<file path="config.mk">
export PLATFORM = sky130hd
export DESIGN_NAME = burst_addr_gen
export DESIGN_NICKNAME = d
export VERILOG_FILES = /design/src/rtl/burst_addr_gen.sv
export SDC_FILE = /design/constraint.sdc
export NUM_CORES = 1
export LEC_CHECK = 0
export BUFFER_PORTS_ARGS = -buffer_cell sky130_fd_sc_hd__clkbuf_2
export CAP_MARGIN = 10
export CORE_ASPECT_RATIO = 1.1
export CORE_MARGIN = 2
export CORE_UTILIZATION = 40
export CTS_CLUSTER_SIZE = 24
export DETAILED_ROUTE_END_ITERATION = 16
export GPL_ROUTABILITY_DRIVEN = 0
export MAX_ROUTING_LAYER = met4
export PLACE_DENSITY = 0.66
export SYNTH_ARGS = -nofsm -noshare
export SYNTH_HDL_FRONTEND = slang
export SYNTH_SLANG_ARGS = --single-unit
</file>
<file path="constraint.sdc">
create_clock -name clk -period 2.5 [get_ports clk]
set_input_delay 0.5 -clock clk [delete_from_list [all_inputs] [get_ports clk]]
set_output_delay 0.5 -clock clk [all_outputs]
set_load 0.01 [all_outputs]
</file>
<file path="src/rtl/burst_addr_gen.sv">
module burst_addr_gen #(
  parameter int ADDR_W = 15
) (
  input  logic              clk,
  input  logic              rst_n,
  input  logic              proc_start_n,
  input  logic              ctrl_start_n,
  input  logic              adv_n,
  input  logic              seq_il,
  input  logic [ADDR_W-1:0] addr_d,
  output logic [ADDR_W-1:0] addr_q
);

  logic [ADDR_W-1:0] base_q;
  logic [1:0]        cnt_q;
  logic              start;

  assign start = ~proc_start_n | ~ctrl_start_n;

  always_ff @(posedge clk) begin
    if (!rst_n) begin
      base_q <= '0;
      cnt_q  <= '0;
    end else if (start) begin
      base_q <= addr_d;
      cnt_q  <= '0;
    end else if (!adv_n) begin
      cnt_q  <= cnt_q + 2'd1;
    end
  end

  assign addr_q = {base_q[ADDR_W-1:2],
                   seq_il ? (base_q[1:0] ^ cnt_q) : (base_q[1:0] + cnt_q)};

  a_r2_load: assert property (@(posedge clk) disable iff (!rst_n)
    start |=> (base_q == $past(addr_d)) && (cnt_q == 2'd0));

  a_r4_start_over_adv: assert property (@(posedge clk) disable iff (!rst_n)
    (start && !adv_n) |=> cnt_q == 2'd0);

  a_r5_step: assert property (@(posedge clk) disable iff (!rst_n)
    (!start && !adv_n) |=> cnt_q == $past(cnt_q) + 2'd1);

  a_r7_upper_kept: assert property (@(posedge clk) disable iff (!rst_n)
    !start |=> $stable(addr_q[ADDR_W-1:2]));

  a_r8_hold: assert property (@(posedge clk) disable iff (!rst_n)
    (!start && adv_n) |=> ($stable(cnt_q) && $stable(base_q)));

endmodule

</file>
* Word-level counts from Yosys, hierarchy flattened
Cells that the tools add are included.
** Operators by class
- Add/subtract/negate cells :: 2
- Mux-type cells :: 1
- Bitwise operators :: 5
- Reduce and logical (&&, ||, !) cells :: 1
** Operator list (count)
- $not A1 Y1 :: 3
- $add A2 B1 Y2 const B :: 1
- $add A2 B2 Y2 :: 1
- $mux W2 :: 1
- $reduce_or A2 Y1 :: 1
- $xor A2 B2 Y2 :: 1
- $or A1 B1 Y1 :: 1
** Word-level totals
- Flip-flop bits (word level) :: 17
- Bits of input ports :: 21
- Output and inout port bits :: 15
- Logic and storage cells :: 11

* Longest topological paths before layout
Gate-level depths: netlist (run 1).
- Depth in word-level cells :: 3
- Depth in mapped cells :: 5
- Gate-level depth less buffers :: 3

* Worst setup path before layout (run 1)
No wires, ideal clock.
- Kind :: reg-to-output
- Start point :: register base_q[0]
- End point :: output addr_q[1]
- Arrival time :: 0.834 ns
- Data required time :: 2.000 ns
- Slack :: 1.166 ns
- Stages on the path, launching flop included :: 4
- Buffers on the path :: 0
- Cells stage by stage :: dfxtp_1 ha_1 nor2b_1 xnor2_1
** On the way
- Word-level cells in the longest chain between the ends :: 2
** Ends and longest elaborated chain
- start: declaration :: line 14 : logic [ADDR_W-1:0] base_q;
- start signal: assignment :: line 25 : base_q <= addr_d;
- $add A2 B2 Y2 :: line 33 : seq_il ? (base_q[1:0] ^ cnt_q) : (base_q[1:0] + cnt_q)};
- $mux W2 :: line 33
- end: declaration :: line 11 : output logic [ADDR_W-1:0] addr_q
Every way passes these cells.

* Final worst setup path (run 1)
Same ends and word-level chain as after synthesis.

==> results of run 1 <==
[metal layers]
| metal | up-vias | track usage, % |
|---|---|---|
| li1 | 322 | - |
| met1 | 259 | 15.6 |
| met2 | 24 | 18.9 |
| met3 | 2 | 2.08 |
| met4 | 0 | 5.56 |
| met5 | - | - |
[final timing paths]
kind | cells past startpoint | slack, ns | to
worst min register to register | 2 | 0.46 | base_q[7]
worst max register to register | 3 | 1.63 | cnt_q[1]
worst max-delay path | 4 | 0.78 | addr_q[1]
worst min-delay path | 3 | 0.43 | base_q[13]
[sequential cells by signal, summed over array words and instances (netlist names)]
signal  flops
base_q     15
cnt_q       2
[layout by cell type (no fill, tap or decap)]
master    count
clkinv_2      1
nand2_1      30
nor2b_1       3
nand2_2       2
clkbuf_2     35
dfxtp_1      17
clkbuf_4      3
a21boi_2     10
xnor2_1       3
nor3_1        1
ha_1          1
and2_1        1
a21boi_0      5
nor2_1        1
[through the flow]
step                      util, %  hold WS [ns]
after floorplan                 -         0.435
after global placement       45.4         0.440
after detailed placement     45.4         0.449
after CTS                    46.8         0.422
after global routing         46.8         0.412
final                        46.8         0.429
[worst max-delay path: cells and delay by family (launching register included)]
family / cells / cell delay, ns
buffers and inverters: 1 / 0.15
adders and majority gates: 1 / 0.14
DFF: 1 / 0.36
and+or+nand+nor: 1 / 0.15
xor gates and xnor gates: 1 / 0.13
[report_power, final]
| group | switching [uW] | internal, uW | total (uW) | leakage [uW] |
|---|---|---|---|---|
| Combinational | 39.1 | 38.9 | 78.0 | 0.000279 |
| Sequential | 7.93 | 286 | 294 | 0.000141 |
| Clock | 86.3 | 59.5 | 146 | 0.0000177 |
[cell type report]
class                   count  area (um^2)  share of cell area (%)
clock buffers               3         22.5                    2.43
clock inverters             1         5.00                   0.541
repair buffers             35          175                    18.9
multi-input cells          57          348                    37.6
well taps                  28         35.0                    3.78
flip-flops and latches     17          340                    36.8
[cell families after synthesis]
| logic type | count (synthesis) | synth area share (%) |
|---|---|---|
| fa+ha+maj | 1 | 1.51 |
| buf+inv | 17 | 16.9 |
| compound gates | 15 | 18.1 |
| flops | 17 | 41.1 |
| xor+xnor | 3 | 3.17 |
| simple gates | 38 | 19.2 |
==> run_results.csv, run 1 <==
group,metric,value,unit
route,wl_met2,593,um
floorplan,die_y,51.7,um
floorplan,core,0.00198,mm^2
synthesis,syn_nets,113,
critical_path,critPathKind,"flip-flop to output pin",
synthesis,synth-edff-count,0,
layout,drive_gt1_share,45.1,%
synthesis,synthDistinctLibCells,16,
route,top_layer,"met4",
clock_tree,numCtsBuffers,3,
clock_tree,cts_buffer_depth,2,
synthesis,yosys.area.top_type,"dfxtp_1",
floorplan,num_rows,17,
synthesis,syn_area,828,um^2
placed_design,place_ws,0.958,ns
placed_design,dpl.hpwl,1000,um
power,peakVddDrop,278,uV
route,vias,607,
global_route,grt_start_max_net_pins,17,
synthesis,synth_seq_cells,17,
synthesis,async_flop_share,0,%
critical_path,rr_startpoint,"cnt_q[0]",
layout,fin_nets,136,
synthesis,synthMostInstantiatedCell,"nand2_1",
critical_path,worstSetupStartpointType,"flip-flop",
job,drv_cap,0,
layout,fin_area,926,um^2
floorplan,start_util,41.9,%
floorplan,ios,36,
sta,hold_viol,0,
layout,nFillCells,201,
route,met3WireLength,90,um
synthesis,seq_area_frac_synth,41.1,%
sta,relSlewSlack,59.4,%
critical_path,crit_path_cell_trace,"ha_1 -> nor2b_1 -> xnor2_1 -> clkbuf_2",
clock_tree,hold_buffers,0,
sta,fmax,583,MHz
route,routedWlPerCell,9.34,um
critical_path,end_kind,"output pin",
critical_path,crit_slowest_cell,"dfxtp_1",
clock_tree,cts-htree-levels,1,
placed_design,io_buffers,35,
global_route,antenna_found_initial,0,
route,ant_nets,0,
synthesis,yosysTopAreaCellShare,41.1,%
synthesis,synth_common_cells,"nand2_1 (30), dfxtp_1 (17), buf_4 (13)",
global_route,grt_pass1_vias,541,
sta,fin_setup_tns,0,ns
power,p_total,518,uW
global_route,grt_overflow_total,0,
synthesis,synth.avg_cell_area,9.10,um^2
placed_design,placed_area,898,um^2
route,vias_per_cell,4.30,
route,drtIter0Drc,7,
worst_hold_path,worstHoldStart,"addr_d[13]",
floorplan,design.die.area,0.00245,mm^2
clock_tree,cts_tree,"done",
critical_path,slowest_delay,0.36,ns
sta,clock_skew,0.000191,ns
power,power_density,559,mW/mm^2
sta,slew_viol_final,0,
floorplan,die_x,47.4,um
synthesis,ys_warn_count,0,
layout,diodes,0,
sta,fin_crit_sh,68.7,%
layout,fin_cells,141,
global_route,grt_usage,12.4,%
clock_tree,ctsResizeCount,0,
worst_hold_path,hold_class,"primary input to flip-flop",
sta,period_needed,1.72,ns
clock_tree,cts_sinks,17,
sta,rsz0062_at_grt,"false",
synthesis,synth_area_leaders,"dfxtp_1 (41%), a21boi_2 (14%), nand2_1 (14%)",
clock_tree,clk_latency,0.29,ns
sta,worst_pin_slew,0.609,ns
power,p_leak,0.000437,uW
sta,setup_viol,0,
critical_path,cp.arrival,1.22,ns
route,drc,0,
placed_design,dpl.cell_count,137,
clock_tree,clkTransAtPathRegs,0.10,ns
route,first_pass_iters,4,
synthesis,syn_inst,91,
status,status,"complete, no violations",
global_route,grt_pass1_wl,2150,um
layout,areaGrowthSynthToFinish,11.8,%
synthesis,ys.flop_type,"dfxtp_1",
critical_path,crit_fanout,2,
clock_tree,postCtsSetupRepairBufs,0,
route,wl_met1,609,um
route,drt_wl_total,1320,um
sta,fin_ws,0.783,ns
critical_path,startpoint,"base_q[0]",
critical_path,required,2.00,ns
clock_tree,root_buffer,"clkbuf_4",
Power figures use the tool's default switching activity.
==> inputs of run 2 (changes only) <==
--- a/config.mk
+++ b/config.mk
@@ -5,6 +5,7 @@
 export SDC_FILE = /design/constraint.sdc
 export NUM_CORES = 1
 export LEC_CHECK = 0
+export ABC_AREA = 1
 export BUFFER_PORTS_ARGS = -buffer_cell sky130_fd_sc_hd__clkbuf_2
 export CAP_MARGIN = 10
 export CORE_ASPECT_RATIO = 1.1
@@ -14,7 +15,7 @@
 export DETAILED_ROUTE_END_ITERATION = 16
 export GPL_ROUTABILITY_DRIVEN = 0
 export MAX_ROUTING_LAYER = met4
-export PLACE_DENSITY = 0.66
+export PLACE_DENSITY = 0.69
 export SYNTH_ARGS = -nofsm -noshare
 export SYNTH_HDL_FRONTEND = slang
 export SYNTH_SLANG_ARGS = --single-unit
==> constraint.sdc (replaced) <==
create_clock -name clk -period 1.42 [get_ports clk]
set_input_delay 0.284 -clock clk [delete_from_list [all_inputs] [get_ports clk]]
set_output_delay 0.284 -clock clk [all_outputs]
set_load 0.01 [all_outputs]
==> run 2 against run 1 <==
Largest cell class is now flip-flops and latches. Critical endpoint unchanged. First-iteration DRC count decreased by 43%. The run now ends with negative setup slack left. Non-clock buffer count rose by 1. Clock power grew 66%. Highest routed layer unchanged. Sequential share of layout area grew 0.37 points. Global-route usage increased by 2.1 points.
==> run_results.csv, run 2 <==
group,metric,value,unit
status,status,"complete, but fails checks",
status,violations,"negative setup slack",
layout,fin_area,923,um^2
critical_path,end_kind,"output pin",
synthesis,synth_common_cells,"nor2_1 (32), dfxtp_1 (17), buf_4 (13)",
floorplan,core,0.00196,mm^2
floorplan,num_rows,17,
global_route,grt_pass1_wl,2510,um
power,p_total,923,uW
route,routedWlPerCell,9.12,um
synthesis,syn_area,805,um^2
synthesis,synth_area_leaders,"dfxtp_1 (42%), nor2_1 (15%), buf_4 (12%)",
sta,worst_pin_slew,0.308,ns
worst_hold_path,hold_class,"primary input to flip-flop",
placed_design,dpl.hpwl,1050,um
synthesis,synth.avg_cell_area,7.74,um^2
clock_tree,numCtsBuffers,3,
floorplan,design.die.area,0.00239,mm^2
synthesis,synth-edff-count,0,
clock_tree,root_buffer,"clkbuf_4",
layout,largest_register_ffs,15,
synthesis,synthMostInstantiatedCell,"nor2_1",
synthesis,syn_nets,126,
floorplan,ios,36,
layout,nFillCells,224,
placed_design,dpl.cell_count,151,
synthesis,syn_inst,104,
clock_tree,clk_latency,0.27,ns
sta,fin_crit_sh,102,%
sta,hold_ws,0.226,ns
floorplan,start_util,41.1,%
route,drc,0,
layout,seq_area,343,um^2
floorplan,die_y,51.0,um
synthesis,synth_seq_cells,17,
synthesis,ys.flop_type,"dfxtp_1",
route,vias,667,
sta,setup_viol,1,
layout,fin_cells,156,
route,drtIter0Drc,4,
global_route,grt_usage,14.4,%
sta,period_needed,1.44,ns
global_route,grt_start_max_net_pins,18,
sta,rsz0062_at_grt,"true",
layout,final_cell_mix,"clkbuf_2 (35), nor2_1 (32), dfxtp_1 (15), o21ai_1 (10), nand2_1 (7)",
global_route,grt_overflow_total,0,
sta,slew_viol_final,0,
power,peakVddDrop,542,uV
synthesis,ys_warn_count,0,
clock_tree,clkTransAtPathRegs,0.09,ns
critical_path,critPathKind,"flip-flop to output pin",
layout,top_regs,"base_q (15), cnt_q (2)",
placed_design,placed_area,875,um^2
route,vias_per_cell,4.28,
synthesis,yosysTopAreaCellShare,42.3,%
critical_path,cp.arrival,1.16,ns
critical_path,worstSetupStartpointType,"flip-flop",
layout,drive_gt1_share,37.5,%
synthesis,async_flop_share,0,%
power,p_leak,0.000460,uW
synthesis,yosys.area.top_type,"dfxtp_1",
floorplan,die_x,46.8,um
route,drt_wl_total,1420,um
sta,hold_viol,0,
layout,areaGrowthSynthToFinish,14.8,%
clock_tree,cts_buffer_depth,2,
clock_tree,cts_sinks,17,
route,ant_nets,0,
sta,fmax,693,MHz
critical_path,crit_fanout,2,
job,drv_cap,0,
route,first_pass_iters,2,
layout,top_register,"base_q",
sta,fin_setup_tns,-0.0234,ns
global_route,antenna_found_initial,0,
placed_design,io_buffers,35,
sta,relSlewSlack,79.4,%
global_route,grt_pass1_vias,615,
sta,fin_ws,-0.0234,ns
layout,diodes,0,
critical_path,required,1.14,ns
layout,layout_commonest_cell,"clkbuf_2",
clock_tree,cts_tree,"done",
power,power_density,1000,mW/mm^2
layout,multi_input_area,305,um^2
synthesis,seq_area_frac_synth,42.3,%
layout,fin_nets,151,
sta,clock_skew,0.000133,ns
synthesis,synthDistinctLibCells,16,
clock_tree,cts-htree-levels,1,
run 2: changes by cell type after synthesis, sizes merged, moves of 2 or more:
cell,change
nand3,+5
clkbuf,-2
o21ai,+15
nand2,-24
nor2b,-3
a21boi,-15
xnor2,-3
inv,+7
nor2,+33
run 2: stage by stage:
stage / setup WS, ns / utilization [%]
finish: -0.0234 / 47.2
global route: -0.103 / 47.2
CTS: -0.0456 / 47.2
detailed placement: 0.156 / 44.7
global placement: 0.229 / 44.7
floorplan: 0.335 / -
run 2: cell families after synthesis:
kind of cell	count (synthesis)	synth area share [%]
adder cells (fa/ha/maj)	1	1.55
flip-flops	17	42.3
AO/OA/AOI/OAI	16	9.95
buffers and inverters	23	21.3
AND/OR/NAND/NOR	47	24.9
run 2: worst max-delay path, cell delays in order, from the launching register on:
cell and delay, ns:
dfxtp_2 0.36, ha_4 0.14, inv_2 0.02, nor2_1 0.08, nand3_1 0.08, nand2_1 0.06
inv_1 0.03, clkbuf_2 0.11
run 2: cell type report:
class / count / share of cell area (%)
sequential: 17 / 37.1
multi-input combinational: 64 / 33.1
timing repair buffer: 36 / 19.8
tap: 28 / 3.79
inverter: 7 / 3.39
clock buffer: 4 / 2.85
run 2: worst paths after layout:
check,startpoint,endpoint,slack (ns),cells past startpoint
hold / removal,addr_d[13],base_q[13],0.23,3
setup / recovery,base_q[0],addr_q[1],-0.02,7
hold reg to reg,base_q[5],base_q[5],0.50,2
setup reg to reg,cnt_q[0],cnt_q[0],0.65,3
run 2: metal layers:
metal	part of all wire [%]	GRT usage (%)	up-vias
li1	-	-	360
met1	46	18.0	282
met2	48	23.7	23
met3	5.6	3.18	2
met4	0.35	2.78	0
met5	0	-	-
run 2: timing repair:
action,4_1_cts,5_1_grt
gates resized for setup,5,0
setup buffers,1,0
endpoints found under the setup margin,1,1
hold buffers,0,0
pin swaps,0,0
run 2: power breakdown:
group | internal [uW] | total (uW) | switching (uW) | leakage [uW]
Combinational | 69.0 | 154 | 84.5 | 0.000303
Clock | 109 | 243 | 134 | 0.0000150
Sequential | 509 | 526 | 17.5 | 0.000142
